$ cat config.mk
export PLATFORM = sky130hd
export DESIGN_NAME = nc_load_splitter
export DESIGN_NICKNAME = d
export VERILOG_FILES = /design/src/rtl/nc_split_pkg.sv /design/src/rtl/nc_split_decode.sv /design/src/rtl/nc_split_seq.sv /design/src/rtl/nc_load_splitter.sv
export SDC_FILE = /design/constraint.sdc
export NUM_CORES = 1
export LEC_CHECK = 0
export CAP_MARGIN = 0
export CORE_MARGIN = 2
export CORE_UTILIZATION = 47
export CTS_BUF_LIST = sky130_fd_sc_hd__clkbuf_2
export DETAILED_ROUTE_END_ITERATION = 12
export PLACE_DENSITY_LB_ADDON = 0.12
export SLEW_MARGIN = 20
export SYNTH_ARGS = -nofsm -noshare
export SYNTH_HDL_FRONTEND = slang
export SYNTH_SLANG_ARGS = --single-unit
$ cat constraint.sdc
create_clock -name clk -period 2.35 [get_ports clk]
set_input_delay 0.5875 -clock clk [delete_from_list [all_inputs] [get_ports clk]]
set_output_delay 0.5875 -clock clk [all_outputs]
set_load 0.05 [all_outputs]
$ cat src/rtl/nc_split_pkg.sv
package nc_split_pkg;

    typedef enum logic [2:0] {
        KIND_BYTE   = 3'd0,
        KIND_HALF   = 3'd1,
        KIND_WORD   = 3'd2,
        KIND_DUAL   = 3'd3,
        KIND_TRIPLE = 3'd4
    } load_kind_e;

    localparam logic [2:0] SZ_8  = 3'd0;
    localparam logic [2:0] SZ_16 = 3'd1;
    localparam logic [2:0] SZ_32 = 3'd2;
    localparam logic [2:0] SZ_64 = 3'd3;

    localparam logic [1:0] BURST_INCR = 2'b01;

    // Shape of one read address transaction
    typedef struct packed {
        logic [2:0] size;
        logic [3:0] len;
    } ar_shape_t;

    function automatic ar_shape_t mk_shape(input logic [2:0] size, input int beats);
        ar_shape_t s;
        s.size = size;
        s.len  = 4'(beats - 1);
        return s;
    endfunction

    typedef enum logic [1:0] {
        ST_IDLE  = 2'd0,
        ST_FIRST = 2'd1,
        ST_SECOND = 2'd2
    } seq_state_e;

endpackage

$ cat src/rtl/nc_split_decode.sv
module nc_split_decode
    import nc_split_pkg::*;
#(
    parameter int ADDR_W     = 32,
    parameter int LINE_BYTES = 32
) (
    input  logic [2:0]        kind,
    input  logic [ADDR_W-1:0] addr,
    input  logic              strict,
    output logic [ADDR_W-1:0] first_addr,
    output ar_shape_t         first_shape,
    output logic [ADDR_W-1:0] second_addr,
    output ar_shape_t         second_shape,
    output logic              two_parts
);

    localparam int OFS_W  = $clog2(LINE_BYTES);
    localparam int WIDX_W = OFS_W - 2;
    localparam int WORDS  = LINE_BYTES / 4;
    localparam logic [WIDX_W-1:0] LAST_W   = WIDX_W'(WORDS - 1);
    localparam logic [WIDX_W-1:0] PENULT_W = WIDX_W'(WORDS - 2);

    logic [1:0]        bpos;
    logic [WIDX_W-1:0] widx;
    logic [ADDR_W-1:0] word_al;
    logic [ADDR_W-1:0] next_word;
    logic [ADDR_W-1:0] line_base;

    assign bpos      = addr[1:0];
    assign widx      = addr[OFS_W-1:2];
    assign word_al   = {addr[ADDR_W-1:2], 2'b00};
    assign next_word = word_al + ADDR_W'(4);
    assign line_base = {addr[ADDR_W-1:OFS_W], {OFS_W{1'b0}}};

    always_comb begin
        first_addr   = addr;
        first_shape  = mk_shape(SZ_8, 1);
        second_addr  = next_word;
        second_shape = mk_shape(SZ_8, 1);
        two_parts    = 1'b0;
        case (load_kind_e'(kind))
            KIND_HALF: begin
                case (bpos)
                    2'd1:    first_shape = mk_shape(SZ_32, 1);
                    2'd3:    two_parts   = 1'b1;
                    default: first_shape = mk_shape(SZ_16, 1);
                endcase
            end
            KIND_WORD: begin
                case (bpos)
                    2'd0: first_shape = mk_shape(SZ_32, 1);
                    2'd1: begin
                        first_shape = mk_shape(SZ_32, 1);
                        two_parts   = 1'b1;
                    end
                    2'd2: begin
                        first_shape  = mk_shape(SZ_16, 1);
                        second_shape = mk_shape(SZ_16, 1);
                        two_parts    = 1'b1;
                    end
                    default: begin
                        second_shape = mk_shape(SZ_32, 1);
                        two_parts    = 1'b1;
                    end
                endcase
            end
            KIND_DUAL: begin
                first_addr = word_al;
                if (widx == LAST_W) begin
                    first_shape  = mk_shape(SZ_32, 1);
                    second_addr  = line_base;
                    second_shape = mk_shape(SZ_32, 1);
                    two_parts    = 1'b1;
                end else if (widx[0]) begin
                    first_shape = mk_shape(SZ_32, 2);
                end else begin
                    first_shape = mk_shape(SZ_64, 1);
                end
            end
            KIND_TRIPLE: begin
                first_addr  = word_al;
                second_addr = line_base;
                if (widx == PENULT_W) begin
                    first_shape  = mk_shape(SZ_64, 1);
                    second_shape = mk_shape(SZ_32, 1);
                    two_parts    = 1'b1;
                end else if (widx == LAST_W) begin
                    first_shape  = mk_shape(SZ_32, 1);
                    second_shape = mk_shape(SZ_64, 1);
                    two_parts    = 1'b1;
                end else if (strict) begin
                    first_shape = mk_shape(SZ_32, 3);
                end else begin
                    first_shape = mk_shape(SZ_64, 2);
                end
            end
            default: begin
                first_addr = addr;
            end
        endcase
    end

endmodule

$ cat src/rtl/nc_split_seq.sv
module nc_split_seq
    import nc_split_pkg::*;
#(
    parameter int ADDR_W = 32
) (
    input  logic              clk,
    input  logic              rst,
    input  logic              req_valid,
    output logic              req_ready,
    input  logic [ADDR_W-1:0] first_addr,
    input  ar_shape_t         first_shape,
    input  logic [ADDR_W-1:0] second_addr,
    input  ar_shape_t         second_shape,
    input  logic              two_parts,
    output logic              ar_valid,
    input  logic              ar_ready,
    output logic [ADDR_W-1:0] ar_addr,
    output ar_shape_t         ar_shape,
    output logic              done,
    output logic [1:0]        done_count
);

    seq_state_e        state;
    logic [ADDR_W-1:0] cur_addr;
    ar_shape_t         cur_shape;
    logic [ADDR_W-1:0] pend_addr;
    ar_shape_t         pend_shape;
    logic              pend_valid;
    logic              accept;
    logic              fire;

    assign req_ready = (state == ST_IDLE);
    assign accept    = req_valid && req_ready;
    assign ar_valid  = (state != ST_IDLE);
    assign fire      = ar_valid && ar_ready;
    assign ar_addr   = cur_addr;
    assign ar_shape  = cur_shape;

    always_ff @(posedge clk) begin
        if (rst) begin
            state      <= ST_IDLE;
            cur_addr   <= '0;
            cur_shape  <= '0;
            pend_addr  <= '0;
            pend_shape <= '0;
            pend_valid <= 1'b0;
            done       <= 1'b0;
            done_count <= 2'd0;
        end else begin
            done       <= 1'b0;
            done_count <= 2'd0;
            case (state)
                ST_IDLE: begin
                    if (accept) begin
                        cur_addr   <= first_addr;
                        cur_shape  <= first_shape;
                        pend_addr  <= second_addr;
                        pend_shape <= second_shape;
                        pend_valid <= two_parts;
                        state      <= ST_FIRST;
                    end
                end
                ST_FIRST: begin
                    if (fire) begin
                        if (pend_valid) begin
                            cur_addr  <= pend_addr;
                            cur_shape <= pend_shape;
                            state     <= ST_SECOND;
                        end else begin
                            done       <= 1'b1;
                            done_count <= 2'd1;
                            state      <= ST_IDLE;
                        end
                    end
                end
                ST_SECOND: begin
                    if (fire) begin
                        done       <= 1'b1;
                        done_count <= 2'd2;
                        pend_valid <= 1'b0;
                        state      <= ST_IDLE;
                    end
                end
                default: state <= ST_IDLE;
            endcase
        end
    end

endmodule

$ cat src/rtl/nc_load_splitter.sv
module nc_load_splitter
    import nc_split_pkg::*;
#(
    parameter int ADDR_W     = 32,
    parameter int LINE_BYTES = 32
) (
    input  logic              clk,
    input  logic              rst,
    input  logic              req_valid,
    output logic              req_ready,
    input  logic [2:0]        req_kind,
    input  logic [ADDR_W-1:0] req_addr,
    input  logic              req_strict,
    output logic              ar_valid,
    input  logic              ar_ready,
    output logic [ADDR_W-1:0] ar_addr,
    output logic [1:0]        ar_burst,
    output logic [2:0]        ar_size,
    output logic [3:0]        ar_len,
    output logic              done,
    output logic [1:0]        done_count
);

    logic [ADDR_W-1:0] dec_first_addr;
    logic [ADDR_W-1:0] dec_second_addr;
    ar_shape_t         dec_first_shape;
    ar_shape_t         dec_second_shape;
    logic              dec_two;
    ar_shape_t         out_shape;

    nc_split_decode #(
        .ADDR_W    (ADDR_W),
        .LINE_BYTES(LINE_BYTES)
    ) u_decode (
        .kind        (req_kind),
        .addr        (req_addr),
        .strict      (req_strict),
        .first_addr  (dec_first_addr),
        .first_shape (dec_first_shape),
        .second_addr (dec_second_addr),
        .second_shape(dec_second_shape),
        .two_parts   (dec_two)
    );

    nc_split_seq #(
        .ADDR_W(ADDR_W)
    ) u_seq (
        .clk         (clk),
        .rst         (rst),
        .req_valid   (req_valid),
        .req_ready   (req_ready),
        .first_addr  (dec_first_addr),
        .first_shape (dec_first_shape),
        .second_addr (dec_second_addr),
        .second_shape(dec_second_shape),
        .two_parts   (dec_two),
        .ar_valid    (ar_valid),
        .ar_ready    (ar_ready),
        .ar_addr     (ar_addr),
        .ar_shape    (out_shape),
        .done        (done),
        .done_count  (done_count)
    );

    assign ar_burst = BURST_INCR;
    assign ar_size  = out_shape.size;
    assign ar_len   = out_shape.len;

endmodule

==> metrics <==
WL/cell=14.22 um; PortBufs=80; gpl congestion=0.8426; most frequent cells in the layout=nor2_1, dfxtp_1, a211oi_1, clkdlybuf4s50_1, buf_4; Netlist Area Pre-Place=3764 um^2; HP Start=u_seq.ar_shape[1]; Slowest cell on crit path=clkdlybuf4s50_1; R2R Setup Slk=0.45 ns; Worst EP required=approximately 1.8 ns; commonest non-fill, non-tap cell in the layout=nor2_1; CTS tree=done; Slew @ Worst Pin=0.5123 ns; Int Pwr=2335 uW; Hold Crit Depth=2; initial DRC count=145; post-synth cell types=44; Synth top area share=around 39%; Ant. Diodes=0; Post-CTS Setup Inserts=0; Relative slew margins=65.79%; gr ovfl total=0; Bufs and invs on worst path=1; clock share of power=~29%; RSZ-0062 raised after global routing=false; Syn Inst Count=447; layout cells sized above 1=a little over an eighth; P_sw=around 1100 uW; Post-synth EDFFs=0; Min-Delay Path Class=register to register; critical path fanouts, max=2; Worst R2R Start=u_seq.state[0]; post-synth top area cell=dfxtp_1; clock slew at reported path FFs=0.21 ns; syn_area_per_cell=8.420 um^2; WS Path Type=register to primary output; Synth Warn #=0; final critical-path required period=between 2 and 2.5 ns; largest net degree at the start of global routing=39; Pwr Density=668.4 nW/um^2; Area Overhead vs Synth=37.90%; clk_lat worst skew=0.51 ns; Critical Path AT=1.69 ns; post-synthesis sequential area ratio=39.36%; WHS Endpoint=u_seq.ar_shape[1]; H-tree depth=3; WHS=~0.46 ns; synth top area cells=dfxtp_1, a211oi_1, mux2i_1, nor2_1, xor2_1; r2r endpoint=u_seq.ar_shape[0]; Final ANT Viol Nets=0; total CTS buffers=9; Longest Clk Path Bufs=2; slowest cell delay on critical path=approximately 0.80 ns; CP delay by family, top=buffers and inverters; DIE AREA=8739 um^2; Synth Flop Type=dfxtp_1; Critical Path End Type=primary output; Initial Utilization=between 40% and 50%; FP Rows=32; Post-synth ARST share=0%; die width=about 93 um; core area=7727 um^2; FILL cells=roughly 650; initial antenna violation count=0; CTS root buf=clkbuf_2; Pre-Repair DR Iteration Count=4; detailed-route DRC error count=0; Yosys reg bits=74; via count=3550; Total GRT Usage=21.76%; max-cap violations=0; final hold vios=0; final period utilization=between 90% and 100%; I/O pin count=86; die height=roughly 93 um; sequential power share=41.4%; first-pass GRT wire length=approximately 15000 um; final setup fails=0; setup TNS=0 ns; vias per cell=around 5.5; switching part of the total power=32.70%; Layout Nets=592; Sink Count=74; Final Skew=0.03467 ns; run status=finished, final reports clean; total wire length=9259 um; Final Max Tran Viols=0; Fmax=0.4395 GHz; DP HPWL=around 6700 um; Reg2Reg Depth=8; Setup crit start kind=register; leakage=0.002293 uW; peak supply drop=0.3448 mV; vias in the first global route=3348; combinational power share=29.6%; worst path cell trace=clkdlybuf4s50_1; Tot Pwr=3469 uW
==> stage by stage <==
stage	instances	area (um^2)	utilization (%)	worst slack, ns
floorplan	450	3810	-	0.0004940
global placement	637	4950	64.05	-0.4997
detailed placement	637	4950	64.05	-0.5436
CTS	651	5121	66.27	0.01430
global route	651	5190	67.16	0.0005723
finish	651	5190	67.16	0.07447
==> routing by layer <==
layer | GRT usage (%) | wire [um] | share of wire, %
met1 | 28.13 | 4255 | 46
met5 | 0 | 0 | 0
met4 | 8.946 | 131 | 1.4
met2 | 35.91 | 4461 | 48
met3 | 3.707 | 410 | 4.4
==> registers in the layout, summed over array words and instances, names as in the netlist <==
signal,cells
u_seq.pend_valid,1
u_seq.pend_addr,30
u_seq.done,1
u_seq.pend_shape,2
u_seq.ar_shape,4
u_seq.state,2
u_seq.ar_addr,32
u_seq.done_count,2
==> worst max-delay path by stage <==
stage,slack (ns),from,end,cells past startpoint
CTS,0.01,u_seq.ar_addr[30],ar_addr[30],1
detailed placement,-0.54,req_addr[2],u_seq.pend_addr[14],7
finish,0.07,u_seq.ar_addr[20],ar_addr[20],1
global route,0.0006,u_seq.ar_shape[5],ar_size[1],1
global placement,-0.50,req_addr[2],u_seq.pend_addr[16],7
floorplan,0.0005,req_addr[2],u_seq.pend_addr[16],7
==> power by group through the flow <==
| stage | combinational [uW] | sequential (uW) | clock (uW) |
|---|---|---|---|
| 2_1_floorplan | 426 | 1680 | 0 |
| 3_3_place_gp | 1020 | 1460 | 0 |
| 3_5_place_dp | 1030 | 1460 | 0 |
| 4_1_cts | 1030 | 1440 | 1020 |
| 5_1_grt | 1100 | 1450 | 1080 |
| 6_report | 1030 | 1440 | 1010 |
==> final cells by class <==
class	count	area (um^2)	share of cell area, %
multi-input combinational	330	2150	41.42
clock buffer	9	45.04	0.8679
tap	102	127.6	2.459
clock inverter	5	128.9	2.483
timing repair buffer	124	1231	23.72
inverter	7	26.28	0.5063
sequential	74	1481	28.54
==> Yosys cell counts (2+ instances only) <==
library cell   n
a311oi_1       2
nor2_1        76
clkbuf_1      26
inv_1          7
o211a_1        2
nand4_1       13
and2_1         3
a22oi_1        2
o21ai_0       11
and4_1         2
or4_1          2
xnor2_1        5
a211oi_1      54
a21oi_1       16
nor2b_1        4
ha_1           6
nand2b_1       3
nor3_1        10
and3_1         4
xor2_1        19
nand3_1       21
nand4b_1       2
dfxtp_1       74
buf_2          6
nor3_2         2
conb_1         2
nand2_1       19
buf_4          6
nor3b_1        2
mux2i_1       30
or3_1          3
==> timing repair <==
item | in CTS | in global routing
pin swaps | 0 | 0
hold buffers | 0 | 0
hold endpoints to repair | 0 | 0
setup endpoints to repair | 2 | 25
resized for setup | 2 | 26
==> cells by family (layout without fill, tap and decap cells) <==
logic type | Yosys count | after routing | share of synthesized area [%]
compound gates | 94 | 94 | 17.35
xor+xnor | 24 | 24 | 5.585
fa+ha+maj | 6 | 6 | 1.995
buf+inv | 46 | 145 | 5.386
flops | 74 | 74 | 39.36
mux | 30 | 30 | 7.979
other cells | 2 | 5 | 0.1995
simple gates | 171 | 171 | 22.14
Power figures use the tool's default switching activity.
